File: src/rtl/dt_pkg.sv
package dt_pkg;
    localparam int CMD_W = 4;

    typedef enum logic [1:0] {
        SLOT_EMPTY,
        SLOT_WAIT,
        SLOT_DONE
    } slot_state_e;

    typedef enum logic [2:0] {
        DEC_LOCKED,
        DEC_HEAD_HIT,
        DEC_PEND_HIT,
        DEC_FULL,
        DEC_NEW
    } dec_kind_e;
endpackage

File: src/rtl/dt_first_free.sv
module dt_first_free #(
    parameter int N  = 4,
    parameter int IW = 2
) (
    input  logic [N-1:0]  busy_i,
    output logic [IW-1:0] idx_o,
    output logic          full_o
);
    always_comb begin
        idx_o  = '0;
        full_o = 1'b1;
        for (int i = N - 1; i >= 0; i--) begin
            if (!busy_i[i]) begin
                idx_o  = IW'(i);
                full_o = 1'b0;
            end
        end
    end
endmodule

File: src/rtl/dt_slot.sv
module dt_slot
    import dt_pkg::*;
#(
    parameter int AW = 32,
    parameter int SW = 3
) (
    input  logic             clk,
    input  logic             rst_n,
    input  logic             alloc_i,
    input  logic             free_i,
    input  logic [AW-1:0]    req_addr,
    input  logic [CMD_W-1:0] req_cmd,
    input  logic             cpl_valid,
    input  logic [AW-1:0]    cpl_addr,
    input  logic [CMD_W-1:0] cpl_cmd,
    input  logic [SW-1:0]    cpl_seq_i,
    output logic             busy_o,
    output logic             done_o,
    output logic             hit_o,
    output logic             cpl_hit_o,
    output logic [SW-1:0]    seq_o
);
    slot_state_e          st_q, st_d;
    logic [AW-1:0]        addr_q;
    logic [CMD_W-1:0]     cmd_q;
    logic [SW-1:0]        seq_q;

    assign busy_o    = (st_q != SLOT_EMPTY);
    assign done_o    = (st_q == SLOT_DONE);
    assign hit_o     = busy_o && (addr_q == req_addr) && (cmd_q == req_cmd);
    assign cpl_hit_o = (st_q == SLOT_WAIT) && cpl_valid &&
                       (addr_q == cpl_addr) && (cmd_q == cpl_cmd);
    assign seq_o     = seq_q;

    always_ff @(posedge clk) begin
        if (!rst_n) begin
            st_q   <= SLOT_EMPTY;
            addr_q <= '0;
            cmd_q  <= '0;
            seq_q  <= '0;
        end else begin
            st_q <= st_d;
            if (alloc_i) begin
                addr_q <= req_addr;
                cmd_q  <= req_cmd;
            end
            if (cpl_hit_o) seq_q <= cpl_seq_i;
        end
    end

    always_comb begin
        st_d = st_q;
        unique case (st_q)
            SLOT_EMPTY: if (alloc_i)   st_d = SLOT_WAIT;
            SLOT_WAIT:  if (cpl_hit_o) st_d = SLOT_DONE;
            SLOT_DONE:  if (free_i)    st_d = SLOT_EMPTY;
            default:                   st_d = SLOT_EMPTY;
        endcase
    end

    AST_ALLOC_ONLY_EMPTY: assert property (@(posedge clk) disable iff (!rst_n)
        alloc_i |-> (st_q == SLOT_EMPTY));
    AST_NO_DONE_FROM_EMPTY: assert property (@(posedge clk) disable iff (!rst_n)
        (st_q == SLOT_EMPTY) |=> (st_q != SLOT_DONE));
    AST_FREE_ONLY_DONE: assert property (@(posedge clk) disable iff (!rst_n)
        free_i |-> (st_q == SLOT_DONE));
endmodule

File: src/rtl/dt_retry_arb.sv
module dt_retry_arb
    import dt_pkg::*;
#(
    parameter int AW    = 32,
    parameter int DEPTH = 4
) (
    input  logic             clk,
    input  logic             rst_n,
    input  logic             req_valid,
    input  logic [AW-1:0]    req_addr,
    input  logic [CMD_W-1:0] req_cmd,
    input  logic             req_write,
    input  logic             req_lock,
    input  logic             lock_prop,
    input  logic             tgt_locked,
    input  logic             cpl_valid,
    input  logic [AW-1:0]    cpl_addr,
    input  logic [CMD_W-1:0] cpl_cmd,
    output logic             dec_valid,
    output logic             dec_accept,
    output logic             dec_retry,
    output logic             q_enter
);
    localparam int IW = (DEPTH > 1) ? $clog2(DEPTH) : 1;
    localparam int SW = $clog2(DEPTH) + 1;

    logic [DEPTH-1:0] busy_v, done_v, hit_v, cpl_hit_v, alloc_v, free_v;
    logic [SW-1:0]    seq_a [DEPTH];
    logic [SW-1:0]    head_q, tail_q;
    logic [IW-1:0]    free_idx, hit_idx;
    logic             full, any_hit, hit_head, lock_block;
    logic             nxt_accept, nxt_enter;
    dec_kind_e        kind;

    dt_first_free #(.N(DEPTH), .IW(IW)) u_pick (
        .busy_i (busy_v),
        .idx_o  (free_idx),
        .full_o (full)
    );

    for (genvar g = 0; g < DEPTH; g++) begin : g_slot
        dt_slot #(.AW(AW), .SW(SW)) u_slot (
            .clk       (clk),
            .rst_n     (rst_n),
            .alloc_i   (alloc_v[g]),
            .free_i    (free_v[g]),
            .req_addr  (req_addr),
            .req_cmd   (req_cmd),
            .cpl_valid (cpl_valid),
            .cpl_addr  (cpl_addr),
            .cpl_cmd   (cpl_cmd),
            .cpl_seq_i (tail_q),
            .busy_o    (busy_v[g]),
            .done_o    (done_v[g]),
            .hit_o     (hit_v[g]),
            .cpl_hit_o (cpl_hit_v[g]),
            .seq_o     (seq_a[g])
        );
    end

    always_comb begin
        hit_idx = '0;
        for (int i = DEPTH - 1; i >= 0; i--) begin
            if (hit_v[i]) hit_idx = IW'(i);
        end
    end

    assign any_hit    = |hit_v;
    assign hit_head   = done_v[hit_idx] && (seq_a[hit_idx] == head_q);
    assign lock_block = req_write &&
                        ((!req_lock && lock_prop) || (req_lock && tgt_locked));

    always_comb begin
        if (lock_block)    kind = DEC_LOCKED;
        else if (any_hit)  kind = hit_head ? DEC_HEAD_HIT : DEC_PEND_HIT;
        else if (full)     kind = DEC_FULL;
        else               kind = DEC_NEW;
    end

    always_comb begin
        nxt_accept = 1'b0;
        nxt_enter  = 1'b0;
        alloc_v    = '0;
        free_v     = '0;
        unique case (kind)
            DEC_LOCKED:   ;
            DEC_HEAD_HIT: begin
                nxt_accept = 1'b1;
                free_v[hit_idx] = req_valid;
            end
            DEC_PEND_HIT: ;
            DEC_FULL:     ;
            DEC_NEW: begin
                nxt_enter = 1'b1;
                alloc_v[free_idx] = req_valid;
            end
            default: ;
        endcase
    end

    always_ff @(posedge clk) begin
        if (!rst_n) begin
            head_q     <= '0;
            tail_q     <= '0;
            dec_valid  <= 1'b0;
            dec_accept <= 1'b0;
            dec_retry  <= 1'b0;
            q_enter    <= 1'b0;
        end else begin
            if (|cpl_hit_v) tail_q <= tail_q + 1'b1;
            if (|free_v)    head_q <= head_q + 1'b1;
            dec_valid  <= req_valid;
            dec_accept <= req_valid && nxt_accept;
            dec_retry  <= req_valid && !nxt_accept;
            q_enter    <= req_valid && nxt_enter;
        end
    end

    AST_ONE_DECISION: assert property (@(posedge clk) disable iff (!rst_n)
        dec_valid |-> (dec_accept != dec_retry));
    AST_DEC_TRACKS_REQ: assert property (@(posedge clk) disable iff (!rst_n)
        req_valid |=> dec_valid);
    AST_ENTER_WITH_RETRY: assert property (@(posedge clk) disable iff (!rst_n)
        q_enter |-> dec_retry);
    AST_FULL_NO_ENTER: assert property (@(posedge clk) disable iff (!rst_n)
        (req_valid && full) |=> !q_enter);
    AST_LOCK_PROP_RETRY: assert property (@(posedge clk) disable iff (!rst_n)
        (req_valid && req_write && !req_lock && lock_prop) |=> (dec_retry && !q_enter));
    AST_TGT_LOCK_RETRY: assert property (@(posedge clk) disable iff (!rst_n)
        (req_valid && req_write && req_lock && tgt_locked) |=> (dec_retry && !q_enter));
    AST_ONE_RELEASE: assert property (@(posedge clk) disable iff (!rst_n)
        $onehot0(free_v));
endmodule

File: config.mk
export PLATFORM = sky130hd
export DESIGN_NAME = dt_retry_arb
export DESIGN_NICKNAME = d
export VERILOG_FILES = /design/src/rtl/dt_pkg.sv /design/src/rtl/dt_first_free.sv /design/src/rtl/dt_slot.sv /design/src/rtl/dt_retry_arb.sv
export SDC_FILE = /design/constraint.sdc
export NUM_CORES = 1
export LEC_CHECK = 0
export BUFFER_PORTS_ARGS = -buffer_cell sky130_fd_sc_hd__buf_2
export CAP_MARGIN = 40
export CELL_PAD_IN_SITES_DETAIL_PLACEMENT = 1
export CELL_PAD_IN_SITES_GLOBAL_PLACEMENT = 1
export CORE_MARGIN = 10
export CORE_UTILIZATION = 40
export CTS_CLUSTER_SIZE = 24
export DETAILED_ROUTE_END_ITERATION = 10
export GPL_TIMING_DRIVEN = 0
export PLACE_DENSITY = 0.69
export SLEW_MARGIN = 20
export SYNTH_ARGS = -nofsm -noshare
export SYNTH_HDL_FRONTEND = slang
export SYNTH_SLANG_ARGS = --single-unit
File: constraint.sdc
create_clock -name clk -period 3.9 [get_ports clk]
set_input_delay 0.195 -clock clk [delete_from_list [all_inputs] [get_ports clk]]
set_output_delay 0.195 -clock clk [all_outputs]
set_load 0.005 [all_outputs]
== Word level (Yosys, flattened, before mapping) ==
Cells that the tools add are included.

* Reductions and logical operators: 47
* Add/sub/neg operators: 2
* Order comparisons: 5
* Equal/unequal tests: 39
* Bitwise gates (word level): 3
* Mux-type cells: 45

{| class="wikitable"
|+ Operators with widths
! cell !! count
|-
| $eq 32x32->1 || 8
|-
| $mux 2 || 21
|-
| $eq 4x4->1 || 8
|-
| $logic_and 1x1->1 || 29
|-
| $pmux 2 s3 || 4
|-
| $ne 2x2->1 const B || 8
|-
| $mux 3 || 5
|-
| $reduce_and 3->1 || 4
|-
| $reduce_or 4->1 || 3
|-
| $mux 1 || 9
|-
| $and 4x4->4 || 2
|-
| $eq 2x1->1 const B || 4
|-
| $eq 2x2->1 const B || 4
|-
| $logic_not 2->1 || 4
|-
| $mux 4 || 2
|-
| $ne 2x1->1 const B || 4
|-
| $reduce_bool 2->1 || 4
|-
| $add 3x1->3 const B || 2
|-
| $bmux 3 s2 || 1
|-
| $lt 2x3->1 const B || 2
|-
| $demux 1 s2 || 2
|-
| $ge 2x1->1 const B || 2
|-
| $eq 3x1->1 const B || 1
|-
| $eq 3x3->1 || 1
|-
| other kinds (6) || 7
|}

* Input bits: 80
* Word-level logic and storage cells: 163
* Register bits after elaboration: 174

== Logic depth before layout (Yosys ltp) ==
* Depth after elaboration: 20
* Depth in mapped cells: 13

== Modules after synthesis ==
A second synthesis with hierarchy kept.

* Cell total of the unflattened synthesis: 1054
* Area total of the unflattened synthesis: 10167.3 um2

{| class="wikitable"
|+ Modules (own cells, without submodules)
! module !! area an instance (um2) !! seq. area each (um2) !! times used !! cells each
|-
| dt_slot || 2342.2 || 820.8 || 4 || 240
|-
| dt_retry_arb || 768.2 || 200.2 || 1 || 88
|-
| dt_first_free || 30.0 || 0.0 || 1 || 6
|}

== Worst setup path before layout ==
No wires, ideal clock.

* Path kind: input port to flip-flop
* Start point: input port req_addr[4]
* End point: register head_q[2]
* Cell stages on the path: 12
* Path slack: 0.516 ns
* Arrival time: 3.313 ns
* Cell sequence: buf_2 xor2_1 or4_1 or4_4 nor3b_4 nand3_1 a21o_1 and3_1 or3_1 buf_2 or4_1 a21oi_1

* Longest elaborated chain between the ends: 19
* Elaborated cells between the ends (all ways): 37

{| class="wikitable"
|+ Ends and longest elaborated chain
! item !! line !! RTL
|-
| from (decl) || dt_retry_arb.sv:10 || <nowiki>input logic [AW-1:0] req_addr,</nowiki>
|-
| $eq 32x32->1 || dt_slot.sv:30 || <nowiki>assign hit_o = busy_o && (addr_q == req_addr) && (cmd_q == req_cmd);</nowiki>
|-
| $logic_and 1x1->1 (2 in a row) || dt_slot.sv:30 ||
|-
| $mux 2 (4 in a row) || dt_retry_arb.sv:64 || <nowiki>if (hit_v[i]) hit_idx = IW'(i);</nowiki>
|-
| $not 2->3 (implied by the code) || dt_retry_arb.sv:69 || <nowiki>assign hit_head = done_v[hit_idx] && (seq_a[hit_idx] == head_q);</nowiki>
|-
| $bmux 3 s2 || dt_retry_arb.sv:69 ||
|-
| $mux 3 (implied by the code) (2 in a row) || dt_retry_arb.sv:69 ||
|-
| $eq 3x3->1 || dt_retry_arb.sv:69 ||
|-
| $logic_and 1x1->1 || dt_retry_arb.sv:69 ||
|-
| $mux 2 || dt_retry_arb.sv:75 || <nowiki>else if (any_hit) kind = hit_head ? DEC_HEAD_HIT : DEC_PEND_HIT;</nowiki>
|-
| $mux 3 || dt_retry_arb.sv:75 ||
|-
| $mux 3 || dt_retry_arb.sv:74 || <nowiki>if (lock_block) kind = DEC_LOCKED;</nowiki>
|-
| $eq 3x1->1 || dt_retry_arb.sv:85 || <nowiki>unique case (kind)</nowiki>
|-
| $mux 4 * || dt_retry_arb.sv:85 ||
|-
| $reduce_or 4->1 * || dt_retry_arb.sv:111 || <nowiki>if (|free_v) head_q <= head_q + 1'b1;</nowiki>
|-
| to (signal assigned) || dt_retry_arb.sv:111 ||
|-
| to (decl) || dt_retry_arb.sv:29 || <nowiki>logic [SW-1:0] head_q, tail_q;</nowiki>
|}

Mark *: on every way between the ends. The rest lies on a longest branch, timed or not. The select of a mux whose other input is x is not followed.
A chain may end at the register's enable or synchronous reset.

== Final worst setup path ==
* Start point: input port req_addr[21]
* End point: register head_q[2]

The elaborated chain is that of the path after synthesis.

==> reports/qor.yml <==
outcome: "finished, final reports clean"
skew_ns: 0.01474
initial_core_util: 0.4075
syn_inst: 1139
ant_nets: 0
mostFrequentLayoutCells: "xor2_1, nor2_1, dfxtp_1, mux2i_1, nor4_1"
cp.required_ns: 4.27
r2r_setup_slack_ns: 0.19
cts_buffers: 17
fp.dieArea_um2: 32460
path_cells: "clkbuf_1, xor2_1, or4_1, or4_4, nor3b_4, o31ai_2, a22oi_1, a21oi_1, or4_4, or4_1, a21oi_1"
synth_ff_type: "dfxtp_1"
grt_pass1_vias: 9406
min_path_type: "input pin to flop"
crit_path_start_kind: "input pin"
cts_sinks: 174
place.gp.congestion: 1.017
drc: 0
leakage_nw: 5.504
final.setup.tns_ns: 0
synth_area_um2: 10260
worst_pin_slew_ns: 0.8826
whs_ns: 0.04880
slew_headroom: 0.4067
grt_max_degree: 18
synth_cell_types: 49
dr.pass1.iters: 5
reg2reg_depth: 10
ir_worst_vdd_mv: 0.2505
cp.arrival_ns: 4.09
critPathCapture: "head_q[2]$_SDFFE_PN0P_"
synth_seq_cells: 174
port-buffer-count: 45
htreeDepth: 4
synth_edf_count: 0
totalWireLength_um: 46080
rows: 58
layout.nets: 1303
die_x_um: 180.2
core_um2: 25180
critical_path.startpoint: "req_addr[21]"
grt_util_all_layers: 0.2759
reg2reg_to: "head_q[2]$_SDFFE_PN0P_"
period_minus_slack_ns: 3.718
drive_above_1_share: 0.1037
path_class: "input pin to flop"
vias_per_cell: 5.780
place_hpwl_um: 37490
layout_commonest_cell: "xor2_1"
end_kind: "flop"
clk_path_buf_depth: 2
clk_pin_slew_ns: 0.07
synth_warnings: 0
cpLargestDelayFamily: "simple AND/OR/NAND/NOR gates"
crit_fanout: 8
syn_nets: 1221
fin_crit_sh: 0.9534
syn_avg_cell_area_um2: 9.009
path_buf_inv: 1
avgRoutedWirePerCell_um: 29.45
max_stage_delay_ns: 0.60
slowest_stage: "clkbuf_1"
hold_viol: 0
ys_seq_area_frac: 0.3395
synthToLayoutAreaGrowth_pct: 15.06
clock_latency_ns: 0.45
vias: 9046
postLayoutCoreUtil: 0.4688
finalPower_mw: 4.499
cts_root_buf: "clkbuf_16"
slew_viol_final: 0
ioPinCount: 84
grt_overflow: 0
antenna_found_initial: 1
reg2reg_from: "g_slot[3].u_slot.addr_q[16]$_SDFFE_PN0P_"
cts_tree: "done"
max_cap_viol_count: 0
max_freq_mhz: 268.9
pwr_density_cell_nw_per_um2: 381.0
grt_first_pass_wirelength_um: 65640
drt_iter0_drc: 645
async_flop_share: 0
setup_viol: 0
rsz0062_at_grt: "false"
crit_cells: 11
fp.dieH_um: 180.2
-- where the power goes --
| part | switching [mW] | internal, mW |
|---|---|---|
| registers | 0.0546 | 1.82 |
| clock network | 0.880 | 1.06 |
| logic | 0.472 | 0.218 |
-- through the flow --
step                cell area (um2)  std cells  setup slack [ns]
detailed placement            11040       1526           -0.5910
finish                        11810       1565            0.1818
global route                  11800       1564          0.003637
floorplan                     10260       1139            0.5162
CTS                           11710       1558           0.08163
global placement              10900       1514            -1.123
-- area by class of cell --
class | instances | area (um2)
clock inverter | 14 | 198.9
multi-input combinational | 886 | 6534
inverter | 7 | 26.28
sequential | 174 | 3486
buffer | 70 | 292.8
timing repair buffer | 65 | 414.1
antenna | 1 | 2.502
fill | 2924 | 13380
tap | 330 | 412.9
clock buffer | 18 | 439.2
-- cells in the mapped netlist, drive strengths merged (2+ instances only) --
library cell	count	share of area
a21o	2	0.0015
a21oi	7	0.0034
a22oi	2	0.0020
and2	2	0.0012
and3	3	0.0018
buf	13	0.0065
clkbuf	59	0.022
dfxtp	174	0.34
ha	2	0.0024
inv	7	0.0026
mux2i	159	0.16
nand2	19	0.0070
nand2b	8	0.0049
nand3	8	0.0039
nand3b	2	0.0015
nand4	32	0.020
nand4b	6	0.0051
nor2	182	0.067
nor2b	6	0.0037
nor3	17	0.0083
nor4	87	0.053
nor4b	4	0.0034
o21a	3	0.0022
o21ai	4	0.0020
o31a	2	0.0017
o31ai	2	0.0020
or3	5	0.0030
or3b	3	0.0026
or4	14	0.011
xnor2	59	0.050
xor2	234	0.20
-- how the worst min path moves through the flow --
| stage | start | to | slack [ns] | cells past startpoint |
|---|---|---|---|---|
| 3_3_place_gp | g_slot[1].u_slot.st_q[1]$_SDFFE_PN0P_ | g_slot[1].u_slot.st_q[0]$_SDFFE_PN0P_ | 0.46 | 1 |
| 2_1_floorplan | rst_n | g_slot[0].u_slot.st_q[1]$_SDFFE_PN0P_ | 0.31 | 1 |
| 4_1_cts | rst_n | g_slot[1].u_slot.st_q[1]$_SDFFE_PN0P_ | 0.04 | 2 |
| 6_report | rst_n | g_slot[1].u_slot.st_q[1]$_SDFFE_PN0P_ | 0.05 | 2 |
| 3_5_place_dp | g_slot[1].u_slot.st_q[1]$_SDFFE_PN0P_ | g_slot[1].u_slot.st_q[0]$_SDFFE_PN0P_ | 0.47 | 1 |
| 5_1_grt | rst_n | g_slot[1].u_slot.st_q[1]$_SDFFE_PN0P_ | 0.05 | 2 |
-- cells by family (layout without fill, tap and decap cells) --
logic type               Yosys count  count (layout)  synth area share
AND/OR/NAND/NOR                  402             402            0.2008
XOR/XNOR                         293             293            0.2501
flip-flops                       174             174            0.3395
multiplexers                     160             160            0.1562
buffers and inverters             79             174           0.03060
AO/OA/AOI/OAI                     29              29           0.02036
adder cells (fa/ha/maj)            2               2          0.002438
other                              0               1                 0
-- metal layers --
metal | global-route usage | share of wire
met2 | 0.4460 | 0.46
met4 | 0.1299 | 0.046
met3 | 0.05060 | 0.065
met5 | 0 | 0
met1 | 0.3478 | 0.43
-- flip-flops by register name, summed over array words and instances, names as in the netlist --
register and cells:
g_slot.u_slot.cmd_q 16, head_q 3, g_slot.u_slot.seq_o 12, dec_valid 1
g_slot.u_slot.addr_q 128, g_slot.u_slot.st_q 8, dec_retry 1, q_enter 1
dec_accept 1, tail_q 3
-- timing repair --
action                                  CTS  global route
hold buffers                              0             0
pin swaps                                 0             2
resized for setup                         7             7
endpoints found under the setup margin   36            59
setup buffers                             0             5
Note: power is estimated with default switching activity, not from simulation.
